**src/rtl/fuse_rdwin_pkg.sv**
```systemverilog
// Package: shared types for the fuse readback window.
// Assumes: nothing beyond IEEE 1800-2017.
package fuse_rdwin_pkg;

    // Sequencer states: idle, waiting for first row, waiting for second row.
    typedef enum logic [1:0] {
        ST_IDLE    = 2'd0,
        ST_WAIT_LO = 2'd1,
        ST_WAIT_HI = 2'd2
    } rdwin_state_e;

endpackage

```
**src/rtl/fuse_rdwin_decode.sv**
```systemverilog
// Module: fuse_rdwin_decode
// Purpose: combinational check of a host request. It says whether the size
//          is legal and the bytes lie inside the window, gives the first row
//          index and says whether the access runs into the next row.
// Assumes: ROW_BYTES is a power of two; ADDR_W covers WIN_BYTES.
module fuse_rdwin_decode #(
    parameter int ADDR_W    = 12,
    parameter int SIZE_W    = 3,
    parameter int WIN_BYTES = 3072,
    parameter int ROW_BYTES = 4,
    parameter int OFF_W     = $clog2(ROW_BYTES),
    parameter int RIDX_W    = ADDR_W - OFF_W
) (
    input  logic [ADDR_W-1:0] addr,
    input  logic [SIZE_W-1:0] size,
    output logic              legal,
    output logic              spans,
    output logic [RIDX_W-1:0] lo_idx
);

    logic [ADDR_W:0] end_excl;
    logic            size_ok;
    logic            in_win;

    // Size legality, window bound, first row and row-crossing detection.
    always_comb begin
        end_excl = {1'b0, addr} + (ADDR_W+1)'(size);
        size_ok  = (size != '0) && ((size & (size - 1'b1)) == '0)
                   && (int'(size) <= ROW_BYTES);
        in_win   = (end_excl <= (ADDR_W+1)'(WIN_BYTES));
        legal    = size_ok && in_win;
        lo_idx   = addr[ADDR_W-1:OFF_W];
        spans    = (int'(addr[OFF_W-1:0]) + int'(size)) > ROW_BYTES;
    end

endmodule

```
**src/rtl/fuse_rdwin_align.sv**
```systemverilog
// Module: fuse_rdwin_align
// Purpose: joins two rows into one double-width value (upper row on top),
//          picks bytes starting at the byte offset and zeroes every lane
//          at or above the access size.
// Assumes: ROW_W is a multiple of 8; size <= ROW_W/8 for legal accesses.
module fuse_rdwin_align #(
    parameter int ROW_W  = 32,
    parameter int SIZE_W = 3,
    parameter int OFF_W  = $clog2(ROW_W / 8)
) (
    input  logic [ROW_W-1:0]  lo_row,
    input  logic [ROW_W-1:0]  hi_row,
    input  logic [OFF_W-1:0]  off,
    input  logic [SIZE_W-1:0] size,
    output logic [ROW_W-1:0]  data
);

    localparam int LANES = ROW_W / 8;

    logic [2*ROW_W-1:0] pair;
    assign pair = {hi_row, lo_row};

    // One byte lane per generate step: shifted pick, then size mask.
    for (genvar lane = 0; lane < LANES; lane++) begin : g_lane
        logic [7:0] pick;
        assign pick = pair[int'({off, 3'b000}) + lane*8 +: 8];
        assign data[lane*8 +: 8] = (lane < int'(size)) ? pick : 8'h00;
    end

endmodule

```
**src/rtl/fuse_rdwin_ctrl.sv**
```systemverilog
// Module: fuse_rdwin_ctrl
// Purpose: takes one host request at a time, issues one or two row
//          fetches on the one-cycle-latency row port, and registers the
//          response (data, valid pulse, error pulse).
// Assumes: row_rd_data is valid exactly one cycle after row_rd_en.
module fuse_rdwin_ctrl
    import fuse_rdwin_pkg::*;
#(
    parameter int ROW_W  = 32,
    parameter int SIZE_W = 3,
    parameter int OFF_W  = 2,
    parameter int RIDX_W = 10
) (
    input  logic              clk,
    input  logic              rst_n,
    input  logic              host_rd,
    input  logic              host_wr,
    input  logic              legal,
    input  logic              spans,
    input  logic [RIDX_W-1:0] lo_idx,
    input  logic [OFF_W-1:0]  off,
    input  logic [SIZE_W-1:0] size,
    input  logic [ROW_W-1:0]  row_rd_data,
    input  logic [ROW_W-1:0]  aligned,
    output logic              host_ready,
    output logic              host_rvalid,
    output logic              host_err,
    output logic [ROW_W-1:0]  host_rdata,
    output logic              row_rd_en,
    output logic [RIDX_W-1:0] row_rd_idx,
    output logic [ROW_W-1:0]  align_lo,
    output logic [ROW_W-1:0]  align_hi,
    output logic [OFF_W-1:0]  off_q,
    output logic [SIZE_W-1:0] size_q
);

    rdwin_state_e      state;
    logic              span_q;
    logic [RIDX_W-1:0] idx_q;
    logic [ROW_W-1:0]  lo_row_q;
    logic              rvalid_q;
    logic              err_q;
    logic [ROW_W-1:0]  rdata_q;
    logic              take_rd;
    logic              reject;

    // Request classification while idle.
    always_comb begin
        host_ready = (state == ST_IDLE);
        take_rd    = host_ready && host_rd && !host_wr && legal;
        reject     = host_ready && (host_wr || (host_rd && !legal));
    end

    // Row port drive: first row on acceptance, next row when crossing.
    always_comb begin
        row_rd_en  = take_rd || ((state == ST_WAIT_LO) && span_q);
        row_rd_idx = take_rd ? lo_idx : idx_q + 1'b1;
    end

    // Row selection for the aligner: second row present only in WAIT_HI.
    always_comb begin
        align_lo = (state == ST_WAIT_HI) ? lo_row_q : row_rd_data;
        align_hi = (state == ST_WAIT_HI) ? row_rd_data : '0;
    end

    // Sequencer and registered response.
    always_ff @(posedge clk) begin
        if (!rst_n) begin
            state    <= ST_IDLE;
            span_q   <= 1'b0;
            idx_q    <= '0;
            off_q    <= '0;
            size_q   <= '0;
            lo_row_q <= '0;
            rvalid_q <= 1'b0;
            err_q    <= 1'b0;
            rdata_q  <= '0;
        end else begin
            rvalid_q <= 1'b0;
            err_q    <= 1'b0;
            unique case (state)
                ST_IDLE: begin
                    if (take_rd) begin
                        span_q <= spans;
                        idx_q  <= lo_idx;
                        off_q  <= off;
                        size_q <= size;
                        state  <= ST_WAIT_LO;
                    end else if (reject) begin
                        err_q    <= 1'b1;
                        rvalid_q <= !host_wr;
                        rdata_q  <= '0;
                    end
                end
                ST_WAIT_LO: begin
                    lo_row_q <= row_rd_data;
                    if (span_q) begin
                        state <= ST_WAIT_HI;
                    end else begin
                        rvalid_q <= 1'b1;
                        rdata_q  <= aligned;
                        state    <= ST_IDLE;
                    end
                end
                ST_WAIT_HI: begin
                    rvalid_q <= 1'b1;
                    rdata_q  <= aligned;
                    state    <= ST_IDLE;
                end
                default: state <= ST_IDLE;
            endcase
        end
    end

    assign host_rvalid = rvalid_q;
    assign host_err    = err_q;
    assign host_rdata  = rdata_q;


    two_fetch_max_chk: assert property (@(posedge clk) disable iff (!rst_n)
        (row_rd_en && !host_ready) |=> !row_rd_en);


    wr_no_fetch_chk: assert property (@(posedge clk) disable iff (!rst_n)
        (host_ready && host_wr) |-> !row_rd_en);


    err_zero_data_chk: assert property (@(posedge clk) disable iff (!rst_n)
        (host_rvalid && host_err) |-> (host_rdata == '0));


    size_mask_chk: assert property (@(posedge clk) disable iff (!rst_n)
        (host_rvalid && !host_err) |-> ((host_rdata >> {size_q, 3'b000}) == '0));


    busy_after_take_chk: assert property (@(posedge clk) disable iff (!rst_n)
        take_rd |=> !host_ready);


    busy_no_err_chk: assert property (@(posedge clk) disable iff (!rst_n)
        !host_ready |=> !host_err);


    data_after_fetch_chk: assert property (@(posedge clk) disable iff (!rst_n)
        (host_rvalid && !host_err) |-> $past(!host_ready));

endmodule

```
**src/rtl/fuse_rdwin.sv**
```systemverilog
// Module: fuse_rdwin (top)
// Purpose: read-only byte window onto a fuse array of ROW_W-bit rows.
//          Wires decode, sequencer and aligner together.
// Assumes: the fuse array answers row reads one cycle after row_rd_en;
//          host issues requests only while host_ready is high.
module fuse_rdwin #(
    parameter int WIN_BYTES = 3072,
    parameter int ADDR_W    = 12,
    parameter int ROW_W     = 32,
    parameter int SIZE_W    = 3,
    parameter int ROW_BYTES = ROW_W / 8,
    parameter int OFF_W     = $clog2(ROW_BYTES),
    parameter int RIDX_W    = ADDR_W - OFF_W
) (
    input  logic              clk,
    input  logic              rst_n,
    input  logic              host_rd,
    input  logic              host_wr,
    input  logic [ADDR_W-1:0] host_addr,
    input  logic [SIZE_W-1:0] host_size,
    output logic              host_ready,
    output logic              host_rvalid,
    output logic [ROW_W-1:0]  host_rdata,
    output logic              host_err,
    output logic              row_rd_en,
    output logic [RIDX_W-1:0] row_rd_idx,
    input  logic [ROW_W-1:0]  row_rd_data
);

    logic              legal;
    logic              spans;
    logic [RIDX_W-1:0] lo_idx;
    logic [ROW_W-1:0]  aligned;
    logic [ROW_W-1:0]  align_lo;
    logic [ROW_W-1:0]  align_hi;
    logic [OFF_W-1:0]  off_q;
    logic [SIZE_W-1:0] size_q;

    fuse_rdwin_decode #(
        .ADDR_W(ADDR_W), .SIZE_W(SIZE_W), .WIN_BYTES(WIN_BYTES),
        .ROW_BYTES(ROW_BYTES), .OFF_W(OFF_W), .RIDX_W(RIDX_W)
    ) u_decode (
        .addr   (host_addr),
        .size   (host_size),
        .legal  (legal),
        .spans  (spans),
        .lo_idx (lo_idx)
    );

    fuse_rdwin_ctrl #(
        .ROW_W(ROW_W), .SIZE_W(SIZE_W), .OFF_W(OFF_W), .RIDX_W(RIDX_W)
    ) u_ctrl (
        .clk         (clk),
        .rst_n       (rst_n),
        .host_rd     (host_rd),
        .host_wr     (host_wr),
        .legal       (legal),
        .spans       (spans),
        .lo_idx      (lo_idx),
        .off         (host_addr[OFF_W-1:0]),
        .size        (host_size),
        .row_rd_data (row_rd_data),
        .aligned     (aligned),
        .host_ready  (host_ready),
        .host_rvalid (host_rvalid),
        .host_err    (host_err),
        .host_rdata  (host_rdata),
        .row_rd_en   (row_rd_en),
        .row_rd_idx  (row_rd_idx),
        .align_lo    (align_lo),
        .align_hi    (align_hi),
        .off_q       (off_q),
        .size_q      (size_q)
    );

    fuse_rdwin_align #(
        .ROW_W(ROW_W), .SIZE_W(SIZE_W), .OFF_W(OFF_W)
    ) u_align (
        .lo_row (align_lo),
        .hi_row (align_hi),
        .off    (off_q),
        .size   (size_q),
        .data   (aligned)
    );

endmodule

```
**config.mk**
```make
export PLATFORM = sky130hd
export DESIGN_NAME = fuse_rdwin
export DESIGN_NICKNAME = d
export VERILOG_FILES = /design/src/rtl/fuse_rdwin_pkg.sv /design/src/rtl/fuse_rdwin_decode.sv /design/src/rtl/fuse_rdwin_align.sv /design/src/rtl/fuse_rdwin_ctrl.sv /design/src/rtl/fuse_rdwin.sv
export SDC_FILE = /design/constraint.sdc
export NUM_CORES = 1
export LEC_CHECK = 0
export ABC_AREA = 1
export BUFFER_PORTS_ARGS = -buffer_cell sky130_fd_sc_hd__clkbuf_2
export CAP_MARGIN = 10
export CORE_ASPECT_RATIO = 0.75
export CORE_MARGIN = 2
export CORE_UTILIZATION = 51
export DETAILED_ROUTE_END_ITERATION = 10
export HOLD_SLACK_MARGIN = 0.15
export PLACE_DENSITY = 0.84
export SYNTH_ARGS = -nofsm -noshare
export SYNTH_HDL_FRONTEND = slang
export SYNTH_SLANG_ARGS = --single-unit
```
**constraint.sdc**
```tcl
create_clock -name clk -period 2.9 [get_ports clk]
set_input_delay 0.58 -clock clk [delete_from_list [all_inputs] [get_ports clk]]
set_output_delay 0.58 -clock clk [all_outputs]
set_load 0.01 [all_outputs]
```
==> run metrics, run 1 <==
run status=complete, but fails checks; failing checks=setup timing; Max Slew Vio Count=0; Post-Synth XOR/XNOR Area=1.50%; Critical Path Source=host_addr[0]; CP arrival=2510 ps; post-synth top area share=32.0%; final setup skew=5.23 ps; CTS tree=built; Diodes inserted=0; Register Area=1680 µm²; Slowest cell on crit path=fa_2; hold buffers post-CTS=0; Synth top cells by count=201 x nand2_1, 105 x nor2_1, 84 x dfxtp_1, 79 x o21ai_0, 78 x nand3_1; Cell Area, Synth=5260 µm²; Syn-to-layout area delta=23.1%; # port buffers=96; slew margin rel.=59.2%; CTS sink count=84; GRT Resource Usage Total=28.0%; Hold Startpoint=u_ctrl.idx_q[9]; largest area contributor in the netlist=dfxtp_1; nets=988; synth unique cells=34; CP endpoint kind=primary output; most common cell in the synthesized netlist=nand2_1; Worst-Skew Late Latency=340 ps; cell count after synthesis=836; DR WL/cell=14.5 µm; Leak=0.00309 µW; CTS max path bufs=2; Buffers & Inverters on Critical Path=4; DRC=0; clock power share=31.7%; Hold Crit Class=flip-flop to flip-flop; post-DP HPWL=11.3 mm; Setup violations, final=11; worst setup margin=-194 ps; Clock Root Buffer=clkbuf_16; internal power=2190 µW; Die X=121 µm; sequential area share after synthesis=32.0%; worst ir drop on vdd=0.339 mV; Async S/R FF share, synth=0%; Starting Density=51.7%; area of the multi-input gates=3230 µm²; clock buffers created by TritonCTS=9; Sw Share=34.8%; fin crit share=107%; Mean Syn Cell Area=6.29 µm²; Most Frequent Cell on Critical Path=nand3_1; share of cells above drive strength 1=21.4%; Synth Area in Adders=2.29%; first-pass GRT wire length=24.9 mm; Seq pwr share=38.7%; fin util=63.6%; Synth Net Count=896; Post-synth EDFFs=0; critical setup path kind=primary input to primary output; routed vias/inst=5.51; Final Wtd Congestion=0.968; Synth Warn #=0; crit path launch type=primary input; Peak Freq=323 MHz; P_sw=1170 µW; antenna viol nets, final=0; vias in the first global route=4952; die area=11100 µm²; First-pass DRT Iterations=6; largest net degree at the start of global routing=60; final worst path period need=3090 ps; #FFs+latches synth=84; 1st-iter DRT viols=873; number of antenna violations at the first check in global routing=0; WP data required=2320 ps; main flop type after synthesis=dfxtp_1; chip height=91.9 µm; largest family of logic cells by synthesized area=simple AND/OR/NAND/NOR gates; DR vias=5890; fraction of synthesized area in multiplexers=0.952%; Rows=32; Crit path largest cell delay=410 ps; core box area=10200 µm²; r2r startpoint=u_ctrl.state[0]; Comb pwr share=29.7%; Synth Area in Simple Gates=31.6%; Synth Area in Compound Gates=22.5%; total wire length=15.5 mm; htree depth=3; I/O pin count=97; Cell Chain, Critical Path=buf_8, ha_4, fa_2, nor2_2, nand3_1, a21oi_1, nand2_1, nor2_1, nand3_1, nand2_2, nand2_4, inv_6, nand2_8, clkbuf_16, o21ai_2, clkbuf_2; Worst Tran Pin Value=612 ps; clock transition at the registers of the reported paths=60 ps; Hold Slack=460 ps; crit-path leading delay family=simple AND/OR/NAND/NOR gates; RSZ-0062 raised after global routing=true; critical path peak fanout=6; dominant cells by area after synthesis=dfxtp_1 32%, nand2_1 14%, o21ai_0 7.5%, nor2_1 7.5%, nand3_1 7.4%; Layout fillers=929; grt total ovfl=0; final-report hold violation count=0; Max-Cap Viols=0; PwrDens=520 nW/µm²
final timing paths:
path,endpoint,slack [ps],depth (start not counted)
max,row_rd_idx[3],-190,16
min,u_ctrl.idx_q[9],460,2
max reg2reg,u_ctrl.host_rdata[3],580,11
min reg2reg,u_ctrl.idx_q[9],460,2
through the flow:
| step | TNS, ps | setup WS, ps | total power, µW | area, µm² | instances |
|---|---|---|---|---|---|
| 2_1_floorplan | 0 | 32.3 | 1960 | 5290 | 836 |
| 3_3_place_gp | -1660 | -172 | 2260 | 6020 | 1048 |
| 3_5_place_dp | -2320 | -225 | 2270 | 6020 | 1048 |
| 4_1_cts | -1440 | -154 | 3350 | 6370 | 1068 |
| 5_1_grt | -3220 | -331 | 3560 | 6470 | 1069 |
| 6_report | -1770 | -194 | 3370 | 6470 | 1069 |
kinds of logic (layout without fill, tap and decap cells):
group	Yosys count	after routing
AOI/OAI and AO/OA	208	208
DFF	84	84
and+or+nand+nor	403	403
buffers and inverters	118	215
xor gates and xnor gates	9	9
adders and majority gates	9	9
muxes	5	5
power by group through the flow:
stage | clock network (µW) | registers [µW] | logic (µW)
4_1_cts | 1080 | 1300 | 960
5_1_grt | 1140 | 1310 | 1110
3_3_place_gp | 0 | 1320 | 933
6_report | 1070 | 1300 | 998
3_5_place_dp | 0 | 1330 | 944
2_1_floorplan | 0 | 1340 | 620
worst min-delay path, stage by stage (launching register included):
cell and delay, ps:
dfxtp_1 310, nand2_1 60, a21oi_1 50
placed cells by master (no fill, tap or decap), types with 4 or more instances in the layout:
master,instances
a21oi_1,66
a21oi_2,11
a31oi_1,5
buf_2,6
buf_4,36
clkbuf_16,10
clkbuf_2,87
dfxtp_1,84
ha_1,5
inv_1,60
mux2i_1,5
nand2_1,194
nand2_2,9
nand2_4,4
nand3_1,72
nand3_2,6
nor2_1,103
nor2_2,4
nor3_1,5
o211ai_1,26
o21ai_0,78
o21ai_1,6
o21ai_2,4
o31ai_1,5
xor2_1,8
sequential cells by signal (all words and copies together), names as in the netlist:
| name | flops |
|---|---|
| u_ctrl.idx_q | 10 |
| u_ctrl.size_q | 3 |
| u_ctrl.span_q | 1 |
| u_ctrl.host_rvalid | 1 |
| u_ctrl.host_err | 1 |
| u_ctrl.off_q | 2 |
| u_ctrl.host_rdata | 32 |
| u_ctrl.state | 2 |
| u_ctrl.lo_row_q | 32 |
what timing repair did:
item / in CTS / in global routing
gates resized for setup: 12 / 26
buffers inserted: 4 / 0
gates cloned: 0 / 1
setup endpoints to repair: 11 / 11
pin swaps: 1 / 1
final cells by class:
| cell class | instances | area share, % |
|---|---|---|
| clock buffer | 9 | 3.48 |
| clock inverter | 7 | 0.793 |
| inverter | 61 | 3.61 |
| multi-input combinational | 634 | 49.8 |
| sequential | 84 | 26.0 |
| tap | 136 | 2.63 |
| timing repair buffer | 138 | 13.7 |
layer usage:
metal / share of wire (%) / vias up / GRT usage [%]
li1: - / 2965 / -
met1: 48 / 2597 / 44.0
met2: 40 / 308 / 37.5
met3: 10 / 20 / 6.72
met4: 1.2 / 0 / 6.99
met5: 0 / - / 0
(Power assumes the default switching activity.)
==> run 2, diff against run 1 <==
Settings changed: CORE_MARGIN 2 to default.
==> run 2 against run 1 <==
The run still ends with setup timing left. Clock power barely moved. Combinational power is essentially flat. Sequential power is essentially flat. Sequential share of layout area grew 0.20 points. Clock-buffer cell count is 2 higher. Die area is 3.8% lower. First-iteration DRC count fell by 24%. Clock skew is 0.53 ps higher. Register-to-register slack got worse by 60 ps. Final cell count down 0.19%. Critical endpoint is now row_rd_idx[6]. Largest cell class unchanged.
==> run metrics, run 2 (same netlist as run 1, synthesis figures left out) <==
run status=complete, but fails checks; failing checks=setup timing; CTS max path bufs=2 (unchanged); grt total ovfl=0 (unchanged); DR WL/cell=14.8 µm (+2.0%); internal power=2220 µW (+0.94%); DRC=0 (unchanged); Leak=0.00309 µW (-0.23%); Peak Freq=324 MHz (+0.13%); fin crit share=107% (-0.14 points); htree depth=3 (unchanged); die area=10700 µm² (-3.8%); share of cells above drive strength 1=21.5% (+0.061 points); core box area=9850 µm² (-3.1%); I/O pin count=97 (unchanged); Max Slew Vio Count=0 (unchanged); number of antenna violations at the first check in global routing=0 (unchanged); clock transition at the registers of the reported paths=60 ps (about the same); Worst Hold Path EP=u_ctrl.lo_row_q[30]; worst setup margin=-190 ps (+3.95 ps); Die X=119 µm (-1.6%); Buffers & Inverters on Critical Path=4 (unchanged); crit path launch type=primary input; clock buffers created by TritonCTS=9 (unchanged); Comb pwr share=29.7% (about the same); critical path peak fanout=7 (+1); largest net degree at the start of global routing=58 (-3.3%); Cell Chain, Critical Path=buf_8, ha_4, fa_2, nor2_4, nand3_2, a21oi_2, nand2_1, nor2_1, nand3_2, nand2_2, nand2_4, inv_4, nand2_8, buf_6, o21ai_2, clkbuf_2; post-DP HPWL=11.6 mm (+1.8%); Worst-Skew Late Latency=350 ps (about the same); DR vias=5879 (-0.19%); Max-Cap Viols=0 (unchanged); Starting Density=53.4% (+1.7 points); 1st-iter DRT viols=666 (-24%); final-report hold violation count=0 (unchanged); R2R cell count=9 (-2); Setup violations, final=11 (unchanged); final worst path period need=3090 ps (-3.94 ps); antenna viol nets, final=0 (unchanged); R2R Path End=u_ctrl.host_rdata[3]; nets=990 (+0.20%); slew margin rel.=40.6% (-19 points); CP endpoint kind=primary output; CTS sink count=84 (unchanged); Sw Share=34.3% (-0.46 points); WP data required=2320 ps (about the same); PwrDens=525 nW/µm² (+1.0%); Seq pwr share=38.5% (-0.2 points); Syn-to-layout area delta=22.2%; Most Frequent Cell on Critical Path=nand3_2; Clock Root Buffer=clkbuf_16; r2r startpoint=u_ctrl.state[0]; crit-path leading delay family=simple AND/OR/NAND/NOR gates; Slowest cell on crit path=fa_2; Worst Hold Depth=3 (+1); Worst Tran Pin Value=890 ps (+278 ps); total wire length=15.8 mm (+1.8%); Hold Crit Class=primary input to flip-flop; final setup skew=5.76 ps (+0.530 ps); P_sw=1160 µW (-1.1%); first-pass GRT wire length=25.4 mm (+1.8%); Rows=31 (-3.1%); CP arrival=2510 ps (about the same); commonest cells after routing, fill and taps aside=195 x nand2_1, 103 x nor2_1, 89 x clkbuf_2; Diodes inserted=0 (unchanged); most common cell after layout, fill and taps aside=nand2_1; GRT Resource Usage Total=29.7% (+1.7 points); CTS tree=built; routed vias/inst=5.51 (about the same); RSZ-0062 raised after global routing=true; Crit path largest cell delay=430 ps (+20 ps); clock power share=31.7% (about the same); Final Wtd Congestion=0.978 (+1.0%); Hold Startpoint=row_rd_data[30]; First-pass DRT Iterations=6 (unchanged); # port buffers=96 (unchanged); vias in the first global route=5081 (+2.6%); critical setup path kind=primary input to primary output; worst ir drop on vdd=0.338 mV (-0.36%); chip height=89.9 µm (-2.2%); DP Worst Slack=-275 ps (-50.4 ps); R2R setup slack=520 ps (-60 ps); fin util=65.2% (+1.6 points)
-- run 2: what timing repair did --
action | 4_1_cts | 5_1_grt
buffers inserted | 1 | 1
hold buffers | 0 | 0
gates resized for setup | 6 | 26
pin swaps | 1 | 3
setup endpoints to repair | 11 | 11
-- run 2: tightest hold or removal path, stage by stage --
cell and delay (ps):
clkbuf_2 80, inv_1 50, a21oi_1 60
-- run 2: final cells by class --
cell class	count	area, µm²
repair buffers	140	855
clock buffers	11	243
fillers	951	3430
flip-flops and latches	84	1680
multi-input cells	634	3210
clock inverters	5	35.0
inverters	61	231
well taps	132	165
-- run 2: stage by stage --
stage / total power, µW / area, µm² / instances / hold slack (ps) / setup TNS (ps)
floorplan: 1960 / 5290 / 836 / 440 / 0
global placement: 2270 / 6020 / 1049 / 454 / -2160
detailed placement: 2270 / 6020 / 1049 / 460 / -2880
CTS: 3350 / 6340 / 1066 / 462 / -1960
global route: 3560 / 6420 / 1067 / 488 / -2860
finish: 3370 / 6420 / 1067 / 467 / -1840
-- run 2: power by group through the flow --
stage               sequential, µW  clock (µW)  combinational [µW]
floorplan                     1340           0                 620
detailed placement            1320           0                 951
finish                        1300        1070                1000
global placement              1320           0                 945
global route                  1310        1140                1110
CTS                           1300        1090                 961
-- run 2: worst max path at each step --
stage          slack, ps         start  cells past startpoint            end
3_3_place_gp        -220  host_addr[0]                     16  row_rd_idx[3]
2_1_floorplan         30  host_addr[0]                     15  row_rd_idx[5]
4_1_cts             -200  host_addr[0]                     17  row_rd_idx[5]
3_5_place_dp        -280  host_addr[0]                     17  row_rd_idx[6]
5_1_grt             -280  host_addr[0]                     19  row_rd_idx[5]
6_report            -190  host_addr[0]                     16  row_rd_idx[6]
-- run 2: metal layers --
layer / vias up / global-route usage, % / part of all wire (%)
li1: 2957 / - / -
met1: 2642 / 45.4 / 50
met2: 253 / 39.1 / 39
met3: 27 / 10.2 / 10
met4: 0 / 6.75 / 1.3
met5: - / 0 / 0
==> run 3, diff against run 2 <==
==> constraint.sdc (replaced) <==
create_clock -name clk -period 2.9 [get_ports clk]
set_input_delay 0.29 -clock clk [delete_from_list [all_inputs] [get_ports clk]]
set_output_delay 0.29 -clock clk [all_outputs]
set_load 0.01 [all_outputs]
==> run 3 against run 2 <==
The flow now finishes without violations. Global-route usage down 1.4 points. Largest power group unchanged. Clock skew about the same. Via count up 0.14%. Setup slack better by 380 ps. Combinational power decreased by 5%. Non-clock buffer count decreased by 21. Wire length down 3.7%. Cell area is 3.3% lower. Sequential power is essentially flat.
==> run metrics, run 3 (same netlist as run 1, synthesis figures left out) <==
run status=completed; CP arrival=2420 ps (-90 ps); antenna viol nets, final=0 (unchanged); routed vias/inst=5.63 (+2.1%); WP data required=2610 ps (+290 ps); GRT Resource Usage Total=28.3% (-1.4 points); Rows=31 (unchanged); Seq pwr share=37.1% (-1.4 points); Final Wtd Congestion=1.05 (+7.5%); critical path peak fanout=25 (+18); First-pass DRT Iterations=5 (-1); Critical Path Source=host_addr[0]; commonest cells after routing, fill and taps aside=201 x nand2_1, 104 x nor2_1, 96 x clkbuf_2; htree depth=3 (unchanged); 1st-iter DRT viols=851 (+28%); post-CTS setup buffer count=0 (-1); Setup violations, final=0 (-11); Hold Crit Class=primary input to flip-flop; DRC=0 (unchanged); DR vias=5887 (+0.14%); Most Frequent Cell on Critical Path=nand2_1; Worst-Skew Late Latency=340 ps (about the same); Worst Tran Pin Value=637 ps (-253 ps); nets=969 (-2.1%); Sw Share=33.1% (-1.2 points); CP endpoint kind=primary output; worst setup margin=186 ps (+375 ps); clock transition at the registers of the reported paths=60 ps (about the same); first-pass GRT wire length=24.4 mm (-3.7%); total wire length=15.2 mm (-3.7%); Comb pwr share=27.0% (-2.7 points); PwrDens=565 nW/µm² (+7.6%); Syn-to-layout area delta=18.2%; share of cells above drive strength 1=17.4% (-4.1 points); Hold Slack=189 ps (-279 ps); Cell Chain, Critical Path=clkbuf_2, ha_1, fa_2, nand3_1, nand2_1, nand2_1, nor2_1, nand2_1, nand2_1, nor2_2, nand2_2, nand2_4, inv_4, nand2_4, buf_6, nand2_1, clkbuf_2; clock buffers created by TritonCTS=9 (unchanged); number of antenna violations at the first check in global routing=0 (unchanged); Die X=119 µm (unchanged); CTS tree=built; final worst path period need=2710 ps (-375 ps); die area=10700 µm² (unchanged); most common cell after layout, fill and taps aside=nand2_1; Peak Freq=368 MHz (+14%); I/O pin count=97 (unchanged); clock power share=35.8% (+4.1 points); final-report hold violation count=0 (unchanged); grt total ovfl=0 (unchanged); slew margin rel.=57.5% (+17 points); Clock Root Buffer=clkbuf_16; vias in the first global route=4801 (-5.5%); crit path launch type=primary input; Leak=0.00301 µW (-2.6%); Diodes inserted=0 (unchanged); worst ir drop on vdd=0.500 mV (+48%); final setup skew=5.62 ps (-0.136 ps); # port buffers=96 (unchanged); largest net degree at the start of global routing=69 (+19%); P_sw=1160 µW (+0.32%); CTS sink count=84 (unchanged); Final Total Pwr=3510 µW (+4.0%); fin crit share=93.6% (-13 points); critical setup path kind=primary input to primary output; post-DP HPWL=11.1 mm (-3.6%); internal power=2350 µW (+5.9%); Slowest cell on crit path=fa_2; chip height=89.9 µm (unchanged); RSZ-0062 raised after global routing=false; DP Worst Slack=-33.0 ps (+242 ps); TNS Setup=0 ps (+1840 ps); Max-Cap Viols=0 (unchanged); Hold Startpoint=row_rd_data[25]; Max Slew Vio Count=0 (unchanged); r2r startpoint=u_ctrl.state[0]; core box area=9850 µm² (unchanged); Crit path largest cell delay=390 ps (-40 ps); CTS max path bufs=2 (unchanged); DR WL/cell=14.5 µm (-1.8%); Starting Density=53.4% (unchanged); fin util=63.0% (-2.2 points)
[run 3: cell count changes in the layout (fill, tap and decap cells not counted), moves of 3 or more]
cell | before | now
nand2_2 | 10 | 4
buf_2 | 5 | 0
buf_6 | 5 | 1
nand3_1 | 71 | 78
buf_4 | 39 | 19
o21ai_2 | 3 | 0
nand3_2 | 7 | 0
nand2_1 | 195 | 201
o21ai_1 | 6 | 9
clkbuf_2 | 89 | 96
[run 3: per-layer routing]
| layer | vias to the layer above | track usage [%] | routed length (µm) |
|---|---|---|---|
| li1 | 2919 | - | - |
| met1 | 2625 | 43.4 | 7190 |
| met2 | 324 | 36.8 | 5960 |
| met3 | 19 | 10.5 | 1880 |
| met4 | 0 | 5.59 | 175 |
| met5 | - | 0 | 0 |
[run 3: power groups by stage]
stage	clock network (µW)	logic, µW	registers, µW
2_1_floorplan	0	613	1340
3_3_place_gp	0	913	1320
3_5_place_dp	0	923	1330
4_1_cts	1270	930	1300
5_1_grt	1320	1050	1310
6_report	1260	948	1300
[run 3: per-stage QoR]
stage,std cells,area [µm²]
6_report,1046,6210
3_3_place_gp,1030,5870
5_1_grt,1046,6210
3_5_place_dp,1030,5870
2_1_floorplan,836,5260
4_1_cts,1046,6200
[run 3: critical path, delay by kind of cell]
kind | cells | cell delay [ps]
and+or+nand+nor | 11 | 1060
adders and majority gates | 2 | 620
buffers and inverters | 4 | 440
[run 3: worst paths after layout]
path                          end  slack (ps)  cells after the start
min           u_ctrl.lo_row_q[25]         190                      3
max                     row_rd_en         190                     17
max reg2reg  u_ctrl.host_rdata[3]         570                      9
min reg2reg      u_ctrl.size_q[1]         470                      2
[run 3: area by class of cell]
type                            instances  area [µm²]
Clock buffer                           10         229
Clock inverter                          6        96.3
Fill cell                             930        3640
Inverter                               61         231
Multi-Input combinational cell        634        3110
Sequential cell                        84        1680
Tap cell                              132         165
Timing Repair Buffer                  119         694
[run 3: timing repair]
| item | 4_1_cts | 5_1_grt |
|---|---|---|
| setup endpoints to repair | 1 | 5 |
| hold buffers | 0 | 0 |
| cloned | 0 | 0 |
| pin swaps | 0 | 0 |
| resized for setup | 1 | 2 |
| hold endpoints to repair | 0 | 0 |
